===== config.mk =====
export PLATFORM = sky130hd
export DESIGN_NAME = paged_seq
export DESIGN_NICKNAME = d
export VERILOG_FILES = /design/src/rtl/pseq_pkg.sv /design/src/rtl/pseq_rst_sync.sv /design/src/rtl/pseq_decode.sv /design/src/rtl/pseq_offset.sv /design/src/rtl/pseq_page.sv /design/src/rtl/pseq_slot.sv /design/src/rtl/paged_seq.sv
export SDC_FILE = /design/constraint.sdc
export NUM_CORES = 1
export LEC_CHECK = 0
export ABC_AREA = 1
export BUFFER_PORTS_ARGS = -buffer_cell sky130_fd_sc_hd__buf_2
export CAP_MARGIN = 5
export CORE_MARGIN = 3
export CORE_UTILIZATION = 54
export CTS_CLUSTER_DIAMETER = 120
export CTS_CLUSTER_SIZE = 10
export DETAILED_ROUTE_END_ITERATION = 7
export PLACE_DENSITY = 0.78
export SLEW_MARGIN = 20
export SYNTH_ARGS = -nofsm -noshare
export SYNTH_HDL_FRONTEND = slang
export SYNTH_SLANG_ARGS = --single-unit

===== constraint.sdc =====
create_clock -name clk -period 1.3 [get_ports clk]
set_clock_uncertainty 0.15 [all_clocks]
set_input_delay 0.065 -clock clk [delete_from_list [all_inputs] [get_ports clk]]
set_output_delay 0.065 -clock clk [all_outputs]
set_load 0.05 [all_outputs]

===== src/rtl/pseq_pkg.sv =====
package pseq_pkg;

  // Resolved action for one instruction step.
  typedef enum logic [2:0] {
    ACT_ADV  = 3'd0,
    ACT_LDP  = 3'd1,
    ACT_JUMP = 3'd2,
    ACT_CALL = 3'd3,
    ACT_POP  = 3'd4
  } seq_act_e;

endpackage


===== src/rtl/pseq_rst_sync.sv =====
module pseq_rst_sync #(
  parameter int STAGES = 2
) (
  input  logic clk,
  input  logic rst_n,
  output logic rst_n_sync
);

  logic [STAGES-1:0] chain_q;

  always_ff @(posedge clk or negedge rst_n) begin
    if (!rst_n) chain_q <= '0;
    else        chain_q <= {chain_q[STAGES-2:0], 1'b1};
  end

  assign rst_n_sync = chain_q[STAGES-1];

endmodule


===== src/rtl/pseq_decode.sv =====
module pseq_decode
  import pseq_pkg::*;
(
  input  logic     do_ldp,
  input  logic     do_branch,
  input  logic     do_call,
  input  logic     do_ret,
  input  logic     status,
  input  logic     slot_full,
  output seq_act_e act
);

  // Fixed priority: return, call, branch, load-page, advance.
  always_comb begin
    act = ACT_ADV;
    if (do_ret) begin
      act = slot_full ? ACT_POP : ACT_ADV;
    end else if (do_call) begin
      if (status) act = slot_full ? ACT_JUMP : ACT_CALL;
    end else if (do_branch) begin
      if (status) act = ACT_JUMP;
    end else if (do_ldp) begin
      act = ACT_LDP;
    end
  end

endmodule


===== src/rtl/pseq_offset.sv =====
module pseq_offset
  import pseq_pkg::*;
#(
  parameter int OFF_W = 7
) (
  input  logic             clk,
  input  logic             rst_n,
  input  logic             step_en,
  input  seq_act_e         act,
  input  logic [OFF_W-1:0] target,
  input  logic [OFF_W-1:0] saved_off,
  output logic [OFF_W-1:0] off_q,
  output logic [OFF_W-1:0] off_inc
);

  localparam logic [OFF_W-1:0] OFF_LAST = {OFF_W{1'b1}};

  logic [OFF_W-1:0] off_d;

  assign off_inc = OFF_W'(off_q + 1'b1);

  always_comb begin
    off_d = off_q;
    if (step_en) begin
      unique case (act)
        ACT_JUMP, ACT_CALL: off_d = target;
        ACT_POP:            off_d = saved_off;
        default:            off_d = off_inc;
      endcase
    end
  end

  always_ff @(posedge clk or negedge rst_n) begin
    if (!rst_n) off_q <= '0;
    else        off_q <= off_d;
  end

  // the last offset of a page advances to zero
  assert_offset_wrap_R3: assert property (@(posedge clk) disable iff (!rst_n)
    (step_en && (act == ACT_ADV || act == ACT_LDP) && off_q == OFF_LAST) |=> (off_q == '0));

  // no step, no movement
  assert_offset_hold_R2: assert property (@(posedge clk) disable iff (!rst_n)
    !step_en |=> $stable(off_q));

endmodule


===== src/rtl/pseq_page.sv =====
module pseq_page
  import pseq_pkg::*;
#(
  parameter int PAGE_W = 4
) (
  input  logic              clk,
  input  logic              rst_n,
  input  logic              step_en,
  input  seq_act_e          act,
  input  logic [PAGE_W-1:0] page_imm,
  input  logic [PAGE_W-1:0] saved_page,
  output logic [PAGE_W-1:0] page_q,
  output logic [PAGE_W-1:0] pbuf_q
);

  localparam logic [PAGE_W-1:0] PAGE_RST = {PAGE_W{1'b1}};

  logic [PAGE_W-1:0] page_d;
  logic [PAGE_W-1:0] pbuf_d;

  always_comb begin
    page_d = page_q;
    pbuf_d = pbuf_q;
    if (step_en) begin
      unique case (act)
        ACT_LDP:            pbuf_d = page_imm;
        ACT_JUMP, ACT_CALL: page_d = pbuf_q;
        ACT_POP:            page_d = saved_page;
        default:            ;
      endcase
    end
  end

  always_ff @(posedge clk or negedge rst_n) begin
    if (!rst_n) begin
      page_q <= PAGE_RST;
      pbuf_q <= PAGE_RST;
    end else begin
      page_q <= page_d;
      pbuf_q <= pbuf_d;
    end
  end

  // load-page leaves the current page alone
  assert_ldp_keeps_page_R4: assert property (@(posedge clk) disable iff (!rst_n)
    (step_en && act == ACT_LDP) |=> $stable(page_q));

  // a plain advance never changes page
  assert_adv_keeps_page_R3: assert property (@(posedge clk) disable iff (!rst_n)
    (step_en && act == ACT_ADV) |=> $stable(page_q));

  // a jump lands on the buffered page
  assert_jump_page_R5: assert property (@(posedge clk) disable iff (!rst_n)
    (step_en && (act == ACT_JUMP || act == ACT_CALL)) |=> (page_q == $past(pbuf_q)));

endmodule


===== src/rtl/pseq_slot.sv =====
module pseq_slot
  import pseq_pkg::*;
#(
  parameter int PAGE_W = 4,
  parameter int OFF_W  = 7
) (
  input  logic              clk,
  input  logic              rst_n,
  input  logic              step_en,
  input  seq_act_e          act,
  input  logic [PAGE_W-1:0] cur_page,
  input  logic [OFF_W-1:0]  next_off,
  output logic              full_q,
  output logic [PAGE_W-1:0] sv_page_q,
  output logic [OFF_W-1:0]  sv_off_q
);

  logic              full_d;
  logic [PAGE_W-1:0] sv_page_d;
  logic [OFF_W-1:0]  sv_off_d;

  always_comb begin
    full_d    = full_q;
    sv_page_d = sv_page_q;
    sv_off_d  = sv_off_q;
    if (step_en) begin
      if (act == ACT_CALL) begin
        full_d    = 1'b1;
        sv_page_d = cur_page;
        sv_off_d  = next_off;
      end else if (act == ACT_POP) begin
        full_d    = 1'b0;
      end
    end
  end

  always_ff @(posedge clk or negedge rst_n) begin
    if (!rst_n) begin
      full_q    <= 1'b0;
      sv_page_q <= '0;
      sv_off_q  <= '0;
    end else begin
      full_q    <= full_d;
      sv_page_q <= sv_page_d;
      sv_off_q  <= sv_off_d;
    end
  end

  // nested call keeps the older entry
  assert_nested_keeps_slot_R8: assert property (@(posedge clk) disable iff (!rst_n)
    (step_en && act == ACT_JUMP && full_q) |=> (full_q && $stable(sv_page_q) && $stable(sv_off_q)));

  // a return empties the slot
  assert_pop_empties_R9: assert property (@(posedge clk) disable iff (!rst_n)
    (step_en && act == ACT_POP) |=> !full_q);

  // a first call always fills the slot
  assert_call_fills_R7: assert property (@(posedge clk) disable iff (!rst_n)
    (step_en && act == ACT_CALL) |=> full_q);

endmodule


===== src/rtl/paged_seq.sv =====
module paged_seq
  import pseq_pkg::*;
#(
  parameter int PAGE_W = 4,
  parameter int OFF_W  = 7
) (
  input  logic                    clk,
  input  logic                    rst_n,
  input  logic                    step_en,
  input  logic                    do_ldp,
  input  logic [PAGE_W-1:0]       page_imm,
  input  logic                    do_branch,
  input  logic                    do_call,
  input  logic                    do_ret,
  input  logic [OFF_W-1:0]        target,
  input  logic                    status,
  output logic [PAGE_W+OFF_W-1:0] rom_addr
);

  logic              srst_n;
  seq_act_e          act;
  logic              slot_full;
  logic [PAGE_W-1:0] page_q;
  logic [PAGE_W-1:0] pbuf_q;
  logic [PAGE_W-1:0] sv_page;
  logic [OFF_W-1:0]  sv_off;
  logic [OFF_W-1:0]  off_q;
  logic [OFF_W-1:0]  off_inc;

  pseq_rst_sync #(.STAGES(2)) u_rst_sync (
    .clk        (clk),
    .rst_n      (rst_n),
    .rst_n_sync (srst_n)
  );

  pseq_decode u_decode (
    .do_ldp    (do_ldp),
    .do_branch (do_branch),
    .do_call   (do_call),
    .do_ret    (do_ret),
    .status    (status),
    .slot_full (slot_full),
    .act       (act)
  );

  pseq_offset #(.OFF_W(OFF_W)) u_offset (
    .clk       (clk),
    .rst_n     (srst_n),
    .step_en   (step_en),
    .act       (act),
    .target    (target),
    .saved_off (sv_off),
    .off_q     (off_q),
    .off_inc   (off_inc)
  );

  pseq_page #(.PAGE_W(PAGE_W)) u_page (
    .clk        (clk),
    .rst_n      (srst_n),
    .step_en    (step_en),
    .act        (act),
    .page_imm   (page_imm),
    .saved_page (sv_page),
    .page_q     (page_q),
    .pbuf_q     (pbuf_q)
  );

  pseq_slot #(.PAGE_W(PAGE_W), .OFF_W(OFF_W)) u_slot (
    .clk       (clk),
    .rst_n     (srst_n),
    .step_en   (step_en),
    .act       (act),
    .cur_page  (page_q),
    .next_off  (off_inc),
    .full_q    (slot_full),
    .sv_page_q (sv_page),
    .sv_off_q  (sv_off)
  );

  assign rom_addr = {page_q, off_q};

  // a transfer with status low leaves the page where it was
  assert_untaken_page_R6: assert property (@(posedge clk) disable iff (!srst_n)
    (step_en && !do_ret && (do_branch || do_call) && !status)
      |=> (rom_addr[PAGE_W+OFF_W-1:OFF_W] == $past(rom_addr[PAGE_W+OFF_W-1:OFF_W])));

  // address frozen without a step
  assert_addr_hold_R2: assert property (@(posedge clk) disable iff (!srst_n)
    !step_en |=> $stable(rom_addr));

  // return on empty slot is a plain increment within the page
  assert_empty_ret_R10: assert property (@(posedge clk) disable iff (!srst_n)
    (step_en && do_ret && !slot_full)
      |=> (rom_addr == {$past(rom_addr[PAGE_W+OFF_W-1:OFF_W]),
                        OFF_W'($past(rom_addr[OFF_W-1:0]) + 1'b1)}));

endmodule


==> results.md <==
* Layout cell share with drive strength beyond 1 at 32.5%
* Pwr Total at 3.17 mW
* DP Wirelength at 2.33 mm
* Final nets at 296
* DRT iter0 DRCs at 71
* Register bit count reported by yosys at 29
* Post-layout minimum cycle time at 1.30 ns
* Gpl congestion at 0.791
* Cell total after placement at 282
* Critical Path AT at 1.41 ns
* PortBufs at 29
* Clock root buffer: clkbuf_4
* CP Buf/Inv Count at 1
* Syn Inst Count at 217
* Congestion Overflow GR at 0
* Critical path required time at 1.41 ns
* RSZ-0062 raised after global routing: yes
* Post-Syn Nets at 237
* Syn_area_per_cell at 7.24 um2
* Initial antenna violation count at 0
* Final Non-Filler Cells at 307
* Post-synth cell types at 22
* Worst skew pair latency at 0.32 ns
* H-Tree Depth at 2
* Chip height at 59.9 um
* # fillers at 164
* P&R area growth vs syn at 35.6%
* Status: finished, final reports clean
* Crit end category: flop
* Most used cell, CP: nand2_1
* First-pass GRT wire length at 5.85 mm
* Routed WL at 3.76 mm
* Most numerous cell in the Yosys netlist: nand2_1
* Max VDD drop at 1.42 mV
* Async SR Flop Fraction at 100%
* Vias in the first global route at 1353
* DRT Pass-1 Iters at 4
* TritonCTS buffer count at 5
* Num rows at 18
* YS warnings at 0
* Top cell type by total area after synthesis: dfrtp_1
* Top Family by Delay on Critical Path: simple AND/OR/NAND/NOR gates
* Leak at 1.15 nW
* Routed Antenna Nets at 0
* Sequential share of the synthesized area at 46.8%
* Crit-path slowest cell: dfrtp_1
* CP max stage delay at 0.42 ns
* Die Wd at 59.9 um
* DR vias/cell at 4.97
* CORE AREA at 2610 um2
* Ranking of synthesized cells by area: dfrtp_1 33%, nand2_1 24%, dfstp_2 13%, nor2_1 6.4%, inv_1 5.0%
* Synth top area share at 33.4%
* Crit-path max FO at 4
* Worst-path clk slew at 0.09 ns
* Antenna diodes at 0
* Main synth FF type: dfrtp_1
* Synth Cell Area at 1570 um2
* Hold WS at 0.0330 ns
* Crit path kind: reg -> reg
* Sink Count at 29
* WL/cell at 12.2 um
* DRC Markers at 0
* I/O Pins at 30
* Max-Cap Viols at 0
* Total Routing Usage GR at 22.0%
* Hold/Removal Path Class: in -> reg
* Initial Utilization at 60.2%
* EDFF count, synth at 0
* Critical Path Source Type: flop
* Slew Limit Fails at 0
* Final worst-path cycle share at 100%
* Die area at 3590 um2
* Via count at 1526
* Synth cell count leaders: 100 x nand2_1, 27 x nor2_1, 21 x dfrtp_1, 21 x inv_1, 10 x nand3_1
* Largest net degree at the start of global routing at 28
* Largest buffer count on any clock path at 2
* Endpoints failing hold at 0
* Power Dens Cells at 1490 nW/um2
* F_max at 769 MHz
* CTS tree: built
* Final setup viols at 0
* CP cell instances: inv_2, nand3_2, nand2_4, nand2_1, nor2_4, nand2_1, nand2_1
logic make-up (layout without fill, tap and decap cells):
family          Yosys count  count (layout)  synth area share, %
fa+ha+maj                 1               1                0.796
compound gates            9               9                 3.58
other cells               1               1                0.239
buf+inv                  28              87                 7.88
simple gates            148             149                 40.1
flops                    29              29                 46.8
xor+xnor                  1               1                0.557
cell type report:
type | count | area (um2) | share of cell area [%]
multi-input combinational | 161 | 790 | 37.1
clock buffer | 8 | 58.8 | 2.76
timing repair buffer | 56 | 414 | 19.4
inverter | 23 | 88.8 | 4.17
tap | 30 | 37.5 | 1.76
sequential | 29 | 742 | 34.8
registers in the layout, indices dropped and copies added, names as in the netlist:
register,count
u_offset.off_q,7
u_page.pbuf_q,4
u_page.page_q,4
u_rst_sync.chain_q,2
u_slot.sv_off_q,7
u_slot.full_q,1
u_slot.sv_page_q,4
report_power, final:
part / total [mW] / switching (mW) / internal (mW)
logic: 1.25 / 0.783 / 0.466
clock network: 0.563 / 0.297 / 0.267
registers: 1.36 / 0.185 / 1.17
total: 3.17 / 1.26 / 1.90
metal layers:
metal / vias to the layer above / GRT usage, % / routed length (um)
met5: - / 0 / 0
met4: 0 / 8.86 / 73
met3: 10 / 4.97 / 152
met2: 37 / 36.6 / 1980
met1: 702 / 27.5 / 1550
li1: 777 / - / -
per-stage QoR:
step	util, %	setup slack [ns]	setup TNS, ns	cell area (um2)
2_1_floorplan	-	-0.104	-0.460	1610
3_3_place_gp	69.8	0.0285	0	1820
3_5_place_dp	69.8	-0.0254	-0.0976	1820
4_1_cts	78.1	-0.0303	-0.0452	2040
5_1_grt	81.6	-0.0650	-0.452	2130
6_report	81.6	0.000387	0	2130
layout by cell type (no fill, tap or decap), types with 6 or more instances in the layout:
master / Yosys / routed
dfrtp_1: 21 / 16
inv_1: 21 / 17
nand2_2: 3 / 6
dlygate4sd3_1: 0 / 14
buf_2: 2 / 24
dfstp_2: 8 / 8
nor2_1: 27 / 25
nand2_1: 100 / 96
buf_4: 0 / 13
nand3_1: 10 / 7
final timing paths:
check	startpoint	end	slack (ns)	cells after the start
max in group asynchronous	rst_n	u_rst_sync.chain_q[1]	0.45	3
min	step_en	u_offset.off_q[4]	0.03	4
min in group asynchronous	u_rst_sync.chain_q[1]	u_slot.sv_page_q[1]	0.08	1
max reg2reg	u_slot.full_q	u_page.pbuf_q[3]	0.0004	7
max	u_slot.full_q	u_page.pbuf_q[3]	0.0004	7
min reg2reg	u_rst_sync.chain_q[1]	u_slot.sv_page_q[1]	0.08	1
worst register-to-register path: stages (launching register included):
cell and delay, ns:
dfrtp_1 0.42, inv_2 0.06, nand3_2 0.08, nand2_4 0.12
nand2_1 0.10, nor2_4 0.15, nand2_1 0.09, nand2_1 0.08
what timing repair did:
| item | CTS | global route |
|---|---|---|
| resized for setup | 7 | 19 |
| endpoints found under the hold margin | 14 | 0 |
| pin swaps | 1 | 8 |
| buffers inserted | 0 | 2 |
| hold buffers | 14 | 0 |
| setup endpoints to repair | 13 | 29 |
| gates cloned | 0 | 1 |
Power figures use the tool's default switching activity.
